<file path="src/rtl/edge_strength_pkg.sv">
package edge_strength_pkg;
  typedef enum logic [2:0] {
    STR_NONE     = 3'd0,
    STR_MOTION   = 3'd1,
    STR_COEF     = 3'd2,
    STR_INTRA    = 3'd3,
    STR_INTRA_MB = 3'd4
  } strength_t;

  typedef struct packed {
    logic capture;
  } ctrl_strobes_t;
endpackage

</file>
<file path="src/rtl/edge_strength_ctrl.sv">
module edge_strength_ctrl
  import edge_strength_pkg::*;
(
  input  logic          clk,
  input  logic          rstN,
  input  logic          inValid,
  output ctrl_strobes_t strb,
  output logic          outValid
);
  always_comb strb.capture = inValid;

  always_ff @(posedge clk) begin
    if (!rstN) outValid <= 1'b0;
    else       outValid <= inValid;
  end

  // valid follows the request by exactly one cycle
  a_r2_valid_follows: assert property (@(posedge clk) disable iff (!rstN)
    inValid |=> outValid);
  a_r2_valid_idle: assert property (@(posedge clk) disable iff (!rstN)
    !inValid |=> !outValid);
endmodule

</file>
<file path="src/rtl/edge_strength_dp.sv">
module edge_strength_dp
  import edge_strength_pkg::*;
#(
  parameter int MV_W     = 14,
  parameter int REF_W    = 6,
  parameter int MV_LIMIT = 4
) (
  input  logic              clk,
  input  logic              rstN,
  input  ctrl_strobes_t     strb,
  input  logic              onMbEdge,
  input  logic              pIntra,
  input  logic              qIntra,
  input  logic              pCoef,
  input  logic              qCoef,
  input  logic [REF_W-1:0]  pRef,
  input  logic [REF_W-1:0]  qRef,
  input  logic [MV_W-1:0]   pMvX,
  input  logic [MV_W-1:0]   pMvY,
  input  logic [MV_W-1:0]   qMvX,
  input  logic [MV_W-1:0]   qMvY,
  output strength_t         strength
);
  localparam int DW = MV_W + 1;
  localparam logic [DW-1:0] LIMIT = DW'(MV_LIMIT);

  logic [MV_W-1:0] compP [2];
  logic [MV_W-1:0] compQ [2];
  logic [1:0]      compBig;

  assign compP[0] = pMvX;
  assign compP[1] = pMvY;
  assign compQ[0] = qMvX;
  assign compQ[1] = qMvY;

  for (genvar c = 0; c < 2; c++) begin : g_comp
    logic [DW-1:0] diff;
    logic [DW-1:0] mag;
    always_comb begin
      diff = {compP[c][MV_W-1], compP[c]} - {compQ[c][MV_W-1], compQ[c]};
      mag  = diff[DW-1] ? (~diff + 1'b1) : diff;
      compBig[c] = (mag >= LIMIT);
    end
  end

  logic      anyIntra, anyCoef, refDiff, mvBig;
  strength_t decided;

  always_comb begin
    anyIntra = pIntra | qIntra;
    anyCoef  = pCoef | qCoef;
    refDiff  = (pRef != qRef);
    mvBig    = |compBig;
    if (anyIntra)              decided = onMbEdge ? STR_INTRA_MB : STR_INTRA;
    else if (anyCoef)          decided = STR_COEF;
    else if (refDiff || mvBig) decided = STR_MOTION;
    else                       decided = STR_NONE;
  end

  always_ff @(posedge clk) begin
    if (!rstN)             strength <= STR_NONE;
    else if (strb.capture) strength <= decided;
  end

  // code stays within range
  a_r1_range: assert property (@(posedge clk) disable iff (!rstN)
    strength <= STR_INTRA_MB);
  // intra wins over everything else
  a_r3_intra_mb: assert property (@(posedge clk) disable iff (!rstN)
    (strb.capture && (pIntra || qIntra) && onMbEdge) |=> strength == STR_INTRA_MB);
  a_r4_intra_inner: assert property (@(posedge clk) disable iff (!rstN)
    (strb.capture && (pIntra || qIntra) && !onMbEdge) |=> strength == STR_INTRA);
  // coefficients beat motion
  a_r5_coef: assert property (@(posedge clk) disable iff (!rstN)
    (strb.capture && !pIntra && !qIntra && (pCoef || qCoef)) |=> strength == STR_COEF);
  // reference mismatch alone gives the weakest filtering code
  a_r6_ref: assert property (@(posedge clk) disable iff (!rstN)
    (strb.capture && !pIntra && !qIntra && !pCoef && !qCoef && pRef != qRef)
      |=> strength == STR_MOTION);
  // idle cycles leave the code untouched
  a_r9_hold: assert property (@(posedge clk) disable iff (!rstN)
    !strb.capture |=> $stable(strength));
endmodule

</file>
<file path="src/rtl/edge_strength_gen.sv">
module edge_strength_gen
  import edge_strength_pkg::*;
#(
  parameter int MV_W     = 14,
  parameter int REF_W    = 6,
  parameter int MV_LIMIT = 4
) (
  input  logic             clk,
  input  logic             rstN,
  input  logic             inValid,
  input  logic             onMbEdge,
  input  logic             pIntra,
  input  logic             qIntra,
  input  logic             pCoef,
  input  logic             qCoef,
  input  logic [REF_W-1:0] pRef,
  input  logic [REF_W-1:0] qRef,
  input  logic [MV_W-1:0]  pMvX,
  input  logic [MV_W-1:0]  pMvY,
  input  logic [MV_W-1:0]  qMvX,
  input  logic [MV_W-1:0]  qMvY,
  output logic             outValid,
  output logic [2:0]       strength
);
  ctrl_strobes_t strb;
  strength_t     strengthEnum;

  edge_strength_ctrl u_ctrl (
    .clk(clk), .rstN(rstN), .inValid(inValid), .strb(strb), .outValid(outValid)
  );

  edge_strength_dp #(.MV_W(MV_W), .REF_W(REF_W), .MV_LIMIT(MV_LIMIT)) u_dp (
    .clk(clk), .rstN(rstN), .strb(strb), .onMbEdge(onMbEdge),
    .pIntra(pIntra), .qIntra(qIntra), .pCoef(pCoef), .qCoef(qCoef),
    .pRef(pRef), .qRef(qRef), .pMvX(pMvX), .pMvY(pMvY),
    .qMvX(qMvX), .qMvY(qMvY), .strength(strengthEnum)
  );

  assign strength = strengthEnum;
endmodule

</file>
<file path="config.mk">
export PLATFORM = sky130hd
export DESIGN_NAME = edge_strength_gen
export DESIGN_NICKNAME = d
export VERILOG_FILES = /design/src/rtl/edge_strength_pkg.sv /design/src/rtl/edge_strength_ctrl.sv /design/src/rtl/edge_strength_dp.sv /design/src/rtl/edge_strength_gen.sv
export SDC_FILE = /design/constraint.sdc
export NUM_CORES = 1
export LEC_CHECK = 0
export ABC_AREA = 1
export BUFFER_PORTS_ARGS = -buffer_cell sky130_fd_sc_hd__buf_2
export CORE_AREA = 4 4 84 86
export CTS_CLUSTER_DIAMETER = 80
export DETAILED_ROUTE_END_ITERATION = 12
export DIE_AREA = 0 0 88 90
export HOLD_SLACK_MARGIN = 0.12
export PLACE_DENSITY = 0.77
export SLEW_MARGIN = 10
export SYNTH_ARGS = -nofsm -noshare
export SYNTH_HDL_FRONTEND = slang
export SYNTH_HIERARCHICAL = 1
export SYNTH_SLANG_ARGS = --single-unit
</file>
<file path="constraint.sdc">
create_clock -name clk -period 2.5 [get_ports clk]
set_input_delay 0.25 -clock clk [delete_from_list [all_inputs] [get_ports clk]]
set_output_delay 0.25 -clock clk [all_outputs]
set_load 0.02 [all_outputs]
</file>
==> metrics.cfg, run 1 <==
[outcome]
status=completed

[detailed_routing]
vias=3978
viasPerCell=4.942
drtAntennaViolNets=0
wl_um=8131
initialDrtViolationCount=151
post_drt_wl_per_cell_um=10.10
drt_pass1_iterations=4
drc=0

[yosys]
synth-seq-area-share=0.02618
avgSynthCellArea_um2=4.958
netlist_area_mm2=0.003059
synthesis.nets=723
yosys.area.top_type=nand2_1
synth_top_area_frac=0.2920
synthCells=617
synth.distinct_cells=35
yosysWarnings=6
synth_area_leaders=nand2_1 29%, inv_1 14%, ha_1 11%
ys_seq_elements=4

[power]
power_mw=1.266
ir_worst_vdd_uv=235.9
powerDensity_mw_per_mm2=316.5
p_leak_nw=2.474

[job]
cap_violations=0

[cells_and_area]
syn2layout_area_growth_pct=30.72
diodes=0
final_cell_area_mm2=0.003999
fill_cells=632
layout.nets=836
fin_util=0.6370
ff_latch_area_um2=80.08
layout-drive-gt1-share=0.2720
multi_input_area_mm2=0.002653

[grt]
grt_pass1_wl_um=13940
grt.total_usage=0.1987
grt.overflow.total=0
grt_pass1_vias=3718
grt_start_max_net_pins=17
antenna_found_initial=0

[clocking]
cts_max_path_buffers=2
cts_root_buf=clkbuf_8
cts.htree.levels=1
cts_tree=yes
numCtsBuffers=3
path_clk_slew_ns=0.03
clkSinkCount=4
clock_latency_ns=0.22
hold_buffers=0

[placed_design]
place_ws_ns=-0.2591
port-buffer-count=79
place_hpwl_um=6839
gp_congestion=0.9027
dpl-instance-area_mm2=0.003754

[die]
dieHeight_um=90
die_x_um=88
dieArea_mm2=0.007920
ios=80
rows=29
core_area_mm2=0.006277
initial_core_util=0.4873

[timing]
timing.hold.ws_ns=0.2473
finalSetupViolCount=0
fin_crit_sh=0.9713
worst_pin_slew_ns=0.2822
clock.fmax_mhz=411.8
rsz0062_at_grt=yes
slew_headroom=0.8112
fin_skew_ns=0
setup_ws_ns=0.07184
report.final.slew_viol_count=0
min_period_ns=2.428
hold_viol_final=0

[setup_path]
critPathArrivalTime_ns=2.53
setup.worst_path.start=pMvY[0]
r2r_cells=2
critPathKind=input port to flip-flop
end_kind=flip-flop
r2r_start=u_dp/strength[0]$_SDFFE_PN0P_
worstReg2RegEnd=u_dp/strength[0]$_SDFFE_PN0P_
critical_path_required_ns=2.60
setup.worst_path.end=u_dp/strength[0]$_SDFFE_PN0P_
crit_path_max_fanout=4
crit_path_start_kind=input port
r2r_slack_ns=1.86

[worst_hold_path]
hold_class=input port to flip-flop
hold_depth=3

area by class of cell:
class | instances | area share
tap | 77 | 0.02409
inverter | 122 | 0.1183
multi-input combinational | 488 | 0.6633
sequential | 4 | 0.02003
clock buffer | 3 | 0.01033
timing repair buffer | 111 | 0.1640
cells by family after synthesis:
group,share of synthesized area
and+or+nand+nor,0.5861
adders and majority gates,0.1276
AOI/OAI and AO/OA,0.06912
DFF,0.02618
buffers and inverters,0.1595
xor gates and xnor gates,0.03150
cells in the final DEF (no fill, tap or decap), types with 3 or more instances in the layout:
master    count
inv_4         3
nor2_4        6
clkbuf_8      3
buf_4        30
ha_1         26
nand3_1      59
nand2_1     222
nand3_2      11
o21ai_0       8
xor2_1        9
nor2_1       48
inv_2         9
buf_2        77
a21oi_1      14
nand2_4       3
nand3b_1      8
dfxtp_1       4
nand4_1       7
buf_6         4
nor2_2        7
a21oi_2       5
nand2_2      32
inv_1       108
per-layer routing:
metal | global-route usage | share of wire
met1 | 0.2220 | 0.41
met5 | 0 | 0
met4 | 0.04859 | 0.016
met3 | 0.01097 | 0.041
met2 | 0.3926 | 0.53
per-stage QoR:
stage          TNS [ns]  std cells
5_1_grt         -0.1480        805
2_1_floorplan         0        617
3_3_place_gp    -0.2026        801
6_report              0        805
4_1_cts               0        804
3_5_place_dp    -0.2591        801
report_power, final:
group	internal [mW]	switching (mW)	leakage, nW
clock network	0.103	0.0345	0.0216
logic	0.419	0.640	2.42
registers	0.0685	0.00160	0.0332
how the worst min path moves through the flow:
stage | start | to | slack, ns
6_report | rstN | u_ctrl/outValid$_SDFF_PN0_ | 0.25
5_1_grt | rstN | u_ctrl/outValid$_SDFF_PN0_ | 0.30
4_1_cts | rstN | u_ctrl/outValid$_SDFF_PN0_ | 0.25
3_5_place_dp | inValid | u_ctrl/outValid$_SDFF_PN0_ | 0.47
3_3_place_gp | u_dp/strength[1]$_SDFFE_PN0P_ | u_dp/strength[1]$_SDFFE_PN0P_ | 0.47
2_1_floorplan | inValid | u_ctrl/outValid$_SDFF_PN0_ | 0.34
registers in the layout (all words and copies together), names as in the netlist:
register,count
u_ctrl/outValid,1
u_dp/strength,3
synth_stat cells (all sizes together):
cell    instances
a21boi          2
xor2            9
a31oi           2
and2            2
clkinv          1
o21ai          11
nor4            1
nor3            3
nor2           61
ha             28
dfxtp           4
xnor2           2
a21oi          19
o21bai          1
fa              2
nand4           7
nand3b          8
nand2         257
nand3          70
o21a            1
a21o            1
inv           121
or2             1
buf             3
critical path, stage by stage:
cell and delay [ns]:
buf_6 0.09, inv_4 0.04, ha_4 0.12, inv_4 0.03, fa_2 0.43, inv_2 0.09
nand2_4 0.05, a21oi_2 0.16, nand3_1 0.10, nor2_2 0.17, nand3_2 0.14, nor2_4 0.18
nor2_1 0.06, nand3_1 0.06, nand3_1 0.09, nor2_1 0.13, nand2_1 0.07, nor2_1 0.08
nand2_1 0.06, nand2_1 0.08, a21oi_2 0.05
what timing repair did:
| action | 4_1_cts | 5_1_grt |
|---|---|---|
| gates resized for setup | 1 | 60 |
| setup endpoints to repair | 1 | 1 |
| pin swaps | 0 | 40 |
| buffers inserted | 0 | 1 |
(Power assumes the default switching activity.)
==> inputs of run 2 (changes only) <==
Settings changed: ABC_AREA 1 to default, CORE_AREA 4 4 84 86 to 4 4 78 80, DIE_AREA 0 0 88 90 to 0 0 82 84.
==> run 2 against run 1 <==
  * The flow now finishes with violations (setup timing)
  * Clock power is 4% lower
  * Critical path depth decreased by 5
  * Total power is 14% higher
  * Routed wire length increased by 13%
  * Design area grew 4.2%
  * Synthesized cell count down 42%
  * Combinational power is 17% higher
==> metrics.cfg, run 2 <==
[detailed_routing]
wl_um=9218
drtAntennaViolNets=0
initialDrtViolationCount=233
post_drt_wl_per_cell_um=14.52
drt_pass1_iterations=5
vias=3603
drc=0
viasPerCell=5.674

[cells_and_area]
layout-drive-gt1-share=0.4458
syn2layout_area_growth_pct=64.01
reg_top3=u_dp/strength x3, u_ctrl/outValid x1
final_common_cell=buf_4
diodes=0
fill_cells=368
top_register=u_dp/strength
layout_common_cells=130 x buf_4, 78 x buf_2, 31 x inv_1, 27 x ha_1
layout.nets=671
largest_reg_flops=3

[yosys]
synthTopCellsByCount=33 x inv_1, 29 x o21ai_0, 28 x a21oi_1, 28 x ha_1, 23 x nor2_1
synth_edf_count=0
netlist_area_mm2=0.002541
synth-seq-area-share=0.03151
ys_seq_elements=4
synth_top_family_by_area=compound AO/OA/AOI/OAI gates
synth.distinct_cells=67
synthesis.nets=466
synthAdderAreaFrac=0.1536
yosys.area_share.xor_xnor=0.1196
synthSimpleGateAreaFrac=0.2570
yosys.area.top_type=ha_1
yosysWarnings=6
synth_area_leaders=ha_1 14%, xnor2_1 5.9%, o21ai_0 5.7%
synth_top_area_frac=0.1379
synthCells=360
synth.area.mux_share=0.02806
synth_most_common_cell=inv_1
ys.flop_type=dfxtp_1
synth-compound-area-share=0.3422
async_flop_share=0
avgSynthCellArea_um2=7.059

[die]
rows=27
ios=80
dieArea_mm2=0.006888
core_area_mm2=0.005405
die_x_um=82
initial_core_util=0.4701
dieHeight_um=84

[clocking]
clock_latency_ns=0.21
cts_tree=yes
cts_root_buf=clkbuf_8
cts_max_path_buffers=2
cts.htree.levels=1
hold_buffers=0
numCtsBuffers=3
clkSinkCount=4
path_clk_slew_ns=0.03

[setup_path]
path_cells=buf_2 > inv_1 > ha_1 > inv_1 > fa_2 > buf_4 > xor2_1 > nor3b_1 > o2111ai_1 > or3_4 > buf_4 > o31ai_1 > a22oi_1 > a21oi_1 > and4bb_1 > a21oi_1
critPathKind=input port to flip-flop
crit_path_start_kind=input port
critical_path_required_ns=2.59
slowest_stage=nor3b_1
crit_path_max_fanout=2
critPathArrivalTime_ns=3.21
end_kind=flip-flop
max_stage_delay_ns=0.38

[timing]
clock.fmax_mhz=320.9
finalSetupViolCount=1
slew_headroom=0.6828
hold_viol_final=0
rsz0062_at_grt=yes
worst_pin_slew_ns=0.4708
timing.hold.ws_ns=0.2949
min_period_ns=3.117
fin_skew_ns=0
report.final.slew_viol_count=0
setup_ws_ns=-0.6167
fin_crit_sh=1.247

[power]
power_mw=1.443
p_leak_nw=2.060
powerDensity_mw_per_mm2=346.3
ir_worst_vdd_uv=205.0

[grt]
antenna_found_initial=0
grt_pass1_vias=3587
grt_start_max_net_pins=9
grt_pass1_wl_um=14660
grt.overflow.total=0
grt.total_usage=0.2518

[outcome]
status=complete, but fails checks
failed_checks=setup timing

[worst_hold_path]
hold_class=input port to flip-flop

[job]
cap_violations=0

[placed_design]
port-buffer-count=79
place_hpwl_um=7136
gp_congestion=0.9524

## run 2: final cells by class
type	instances	area [µm²]	area share
multi-input cells	313	2431	0.5833
inverters	33	136.4	0.03272
well taps	72	90.09	0.02162
repair buffers	210	1389	0.3332
clock buffers	3	41.29	0.009907
flip-flops and latches	4	80.08	0.01921
## run 2: timing repair
item | 4_1_cts | 5_1_grt
endpoints found under the setup margin | 1 | 1
cloned | 0 | 0
buffers inserted | 8 | 3
pin swaps | 19 | 6
gates resized for setup | 19 | 9
## run 2: worst max-delay path, delay by kind of cell
kind | cells | cell delay (ns)
xor gates and xnor gates | 1 | 0.17
adders and majority gates | 2 | 0.49
AOI/OAI and AO/OA | 5 | 0.83
buffers and inverters | 5 | 0.49
and+or+nand+nor | 3 | 0.96
## run 2: routing by layer
layer | share of wire | track usage | vias to the layer above
met5 | 0 | 0 | -
met4 | 0.031 | 0.06193 | 0
met3 | 0.067 | 0.02052 | 34
met2 | 0.52 | 0.4864 | 175
met1 | 0.38 | 0.2847 | 1642
li1 | - | - | 1752
## run 2: kinds of logic after synthesis
family / after synthesis
xor+xnor: 33
simple gates: 118
flops: 4
fa+ha+maj: 30
buf+inv: 43
compound gates: 125
mux: 7
## run 2: per-stage QoR
stage	cells	instance area [µm²]	TNS, ns	utilization	worst slack [ns]
finish	635	4168	-0.6167	0.7711	-0.6167
global route	635	4168	-0.7547	0.7711	-0.7547
CTS	632	4105	-0.5330	0.7595	-0.5330
detailed placement	621	3921	-0.9764	0.7255	-0.9764
global placement	621	3921	-0.8157	0.7255	-0.8157
floorplan	360	2584	-0.7062	-	-0.7062
## run 2: path summary, 6_finish.rpt
kind / to / slack (ns) / cells past startpoint / start
setup reg to reg: u_dp/strength[2]$_SDFFE_PN0P_ / 1.83 / 3 / u_dp/strength[2]$_SDFFE_PN0P_
setup / recovery: u_dp/strength[0]$_SDFFE_PN0P_ / -0.62 / 16 / pMvX[0]
hold reg to reg: u_dp/strength[1]$_SDFFE_PN0P_ / 0.47 / 2 / u_dp/strength[1]$_SDFFE_PN0P_
hold / removal: u_ctrl/outValid$_SDFF_PN0_ / 0.29 / 2 / rstN
## run 2: power by group
part	switching [mW]	internal [mW]	leakage, nW	total [mW]
combinational	0.614	0.629	2.00	1.24
clock	0.0284	0.102	0.0216	0.131
sequential	0.00133	0.0683	0.0331	0.0696
total	0.644	0.799	2.06	1.44
==> inputs of run 3 (changes only) <==
Settings changed: PLACE_DENSITY 0.77 to 0.86, SETUP_SLACK_MARGIN from default to 0.4.
==> run 3 against run 2 <==
  * The run still ends with setup timing left
  * Register-to-register slack lost 0.02 ns
  * Maximum frequency grew 2.6%
  * Clock skew stayed put
  * Hold slack better by 0.015 ns
  * Design area increased by 0.87%
  * Count of clock-buffer cells in the layout is the same
  * Largest cell class unchanged
  * Largest power group unchanged
==> metrics.cfg, run 3 (same netlist as run 2, synthesis figures left out) <==
[outcome]
status=complete, but fails checks
failed_checks=setup timing

[detailed_routing]
wl_um=8438
vias=3543
drt_pass1_iterations=4
post_drt_wl_per_cell_um=13.12
initialDrtViolationCount=122
drtAntennaViolNets=0
drc=0
viasPerCell=5.510

[power]
power_mw=1.409
ir_worst_vdd_uv=182.6
powerDensity_mw_per_mm2=335.2
p_leak_nw=2.094

[setup_path]
critPathMostFrequentCell=a21oi_1
end_kind=flip-flop
path_cells=buf_8 > inv_12 > ha_4 > inv_2 > fa_2 > a21o_1 > a221oi_4 > xor2_2 > nand3_2 > or4_4 > buf_6 > a22oi_1 > o21ai_1 > a21oi_1 > and4bb_1 > a21oi_1
r2r_slack_ns=1.81
max_stage_delay_ns=0.56
crit_path_max_fanout=3
critPathKind=input port to flip-flop
critPathArrivalTime_ns=3.13
crit_path_start_kind=input port
critical_path_required_ns=2.60
slowest_stage=or4_4

[die]
rows=27
initial_core_util=0.4701
die_x_um=82
dieArea_mm2=0.006888
ios=80
core_area_mm2=0.005405
dieHeight_um=84

[cells_and_area]
reg_top3=u_dp/strength x3, u_ctrl/outValid x1
syn2layout_area_growth_pct=65.44
top_register=u_dp/strength
fill_cells=389
layout_common_cells=138 x buf_4, 78 x buf_2, 31 x inv_1, 27 x ha_1, 26 x a21oi_1
final_common_cell=buf_4
diodes=0
layout-drive-gt1-share=0.4448
largest_reg_flops=3
layout.nets=679
instances_no_fill=643
fin_util=0.7778

[placed_design]
place_hpwl_um=7193
port-buffer-count=79
post-place-cells=630
gp_congestion=0.8999

[grt]
grt_pass1_wl_um=14350
grt.total_usage=0.2446
grt.overflow.total=0
grt_start_max_net_pins=9
antenna_found_initial=0
grt_pass1_vias=3708

[clocking]
hold_buffers=0
cts.htree.levels=1
clkSinkCount=4
cts_root_buf=clkbuf_8
cts_tree=yes
numCtsBuffers=3
clock_latency_ns=0.21
cts_max_path_buffers=2
path_clk_slew_ns=0.03

[timing]
fin_skew_ns=0
rsz0062_at_grt=yes
fin_crit_sh=1.215
worst_pin_slew_ns=0.4739
hold_viol_final=0
min_period_ns=3.037
setup_ws_ns=-0.5370
finalSetupViolCount=1
timing.hold.ws_ns=0.3099
clock.fmax_mhz=329.3
slew_headroom=0.6812
report.final.slew_viol_count=0

[worst_hold_path]
hold_class=input port to flip-flop

[job]
cap_violations=0

==> run 3: layer usage <==
metal  track usage  vias to the layer above  routed length, µm
met5             0                        -                  0
met4       0.09517                        0                279
met3      0.009719                       28                313
met2        0.4871                       94               4686
met1        0.2549                     1645               3159
li1              -                     1776                  -
==> run 3: final timing paths <==
kind                                       from                             to  cells past startpoint
setup reg to reg  u_dp/strength[2]$_SDFFE_PN0P_  u_dp/strength[2]$_SDFFE_PN0P_                      3
setup / recovery                        pMvY[0]  u_dp/strength[0]$_SDFFE_PN0P_                     16
hold / removal                             rstN     u_ctrl/outValid$_SDFF_PN0_                      2
hold reg to reg   u_dp/strength[1]$_SDFFE_PN0P_  u_dp/strength[1]$_SDFFE_PN0P_                      2
==> run 3: timing repair <==
item	CTS	global route
buffers inserted	9	1
resized for setup	17	8
pin swaps	17	4
endpoints found under the setup margin	1	1
==> run 3: layout make-up <==
type                    instances  area, µm²  area share
multi-input cells             313       2404      0.5717
flip-flops and latches          4      80.08     0.01905
inverters                      33      136.4     0.03244
well taps                      72      90.09     0.02143
repair buffers                218       1453      0.3455
clock buffers                   3      41.29    0.009821
==> run 3: worst max-delay path: cells and delay by family <==
family          cells  cell delay (ns)
compound gates      6             1.00
fa+ha+maj           2             0.49
buf+inv             4             0.32
xor+xnor            1             0.21
simple gates        3             0.86
==> run 3: power breakdown <==
part | switching (mW) | total (mW) | leakage (nW) | internal [mW]
registers | 0.00169 | 0.0700 | 0.0331 | 0.0683
logic | 0.571 | 1.21 | 2.04 | 0.635
clock network | 0.0311 | 0.134 | 0.0216 | 0.102
total | 0.604 | 1.41 | 2.09 | 0.805
==> run 3: through the flow <==
step / setup slack, ns / setup TNS (ns) / cell area (µm²)
6_report: -0.5370 / -0.5370 / 4204
5_1_grt: -0.6813 / -0.6813 / 4204
4_1_cts: -0.5152 / -0.5152 / 4169
2_1_floorplan: -0.7062 / -0.7062 / 2584
3_3_place_gp: -0.8013 / -0.8013 / 3989
3_5_place_dp: -0.8795 / -0.8795 / 3989
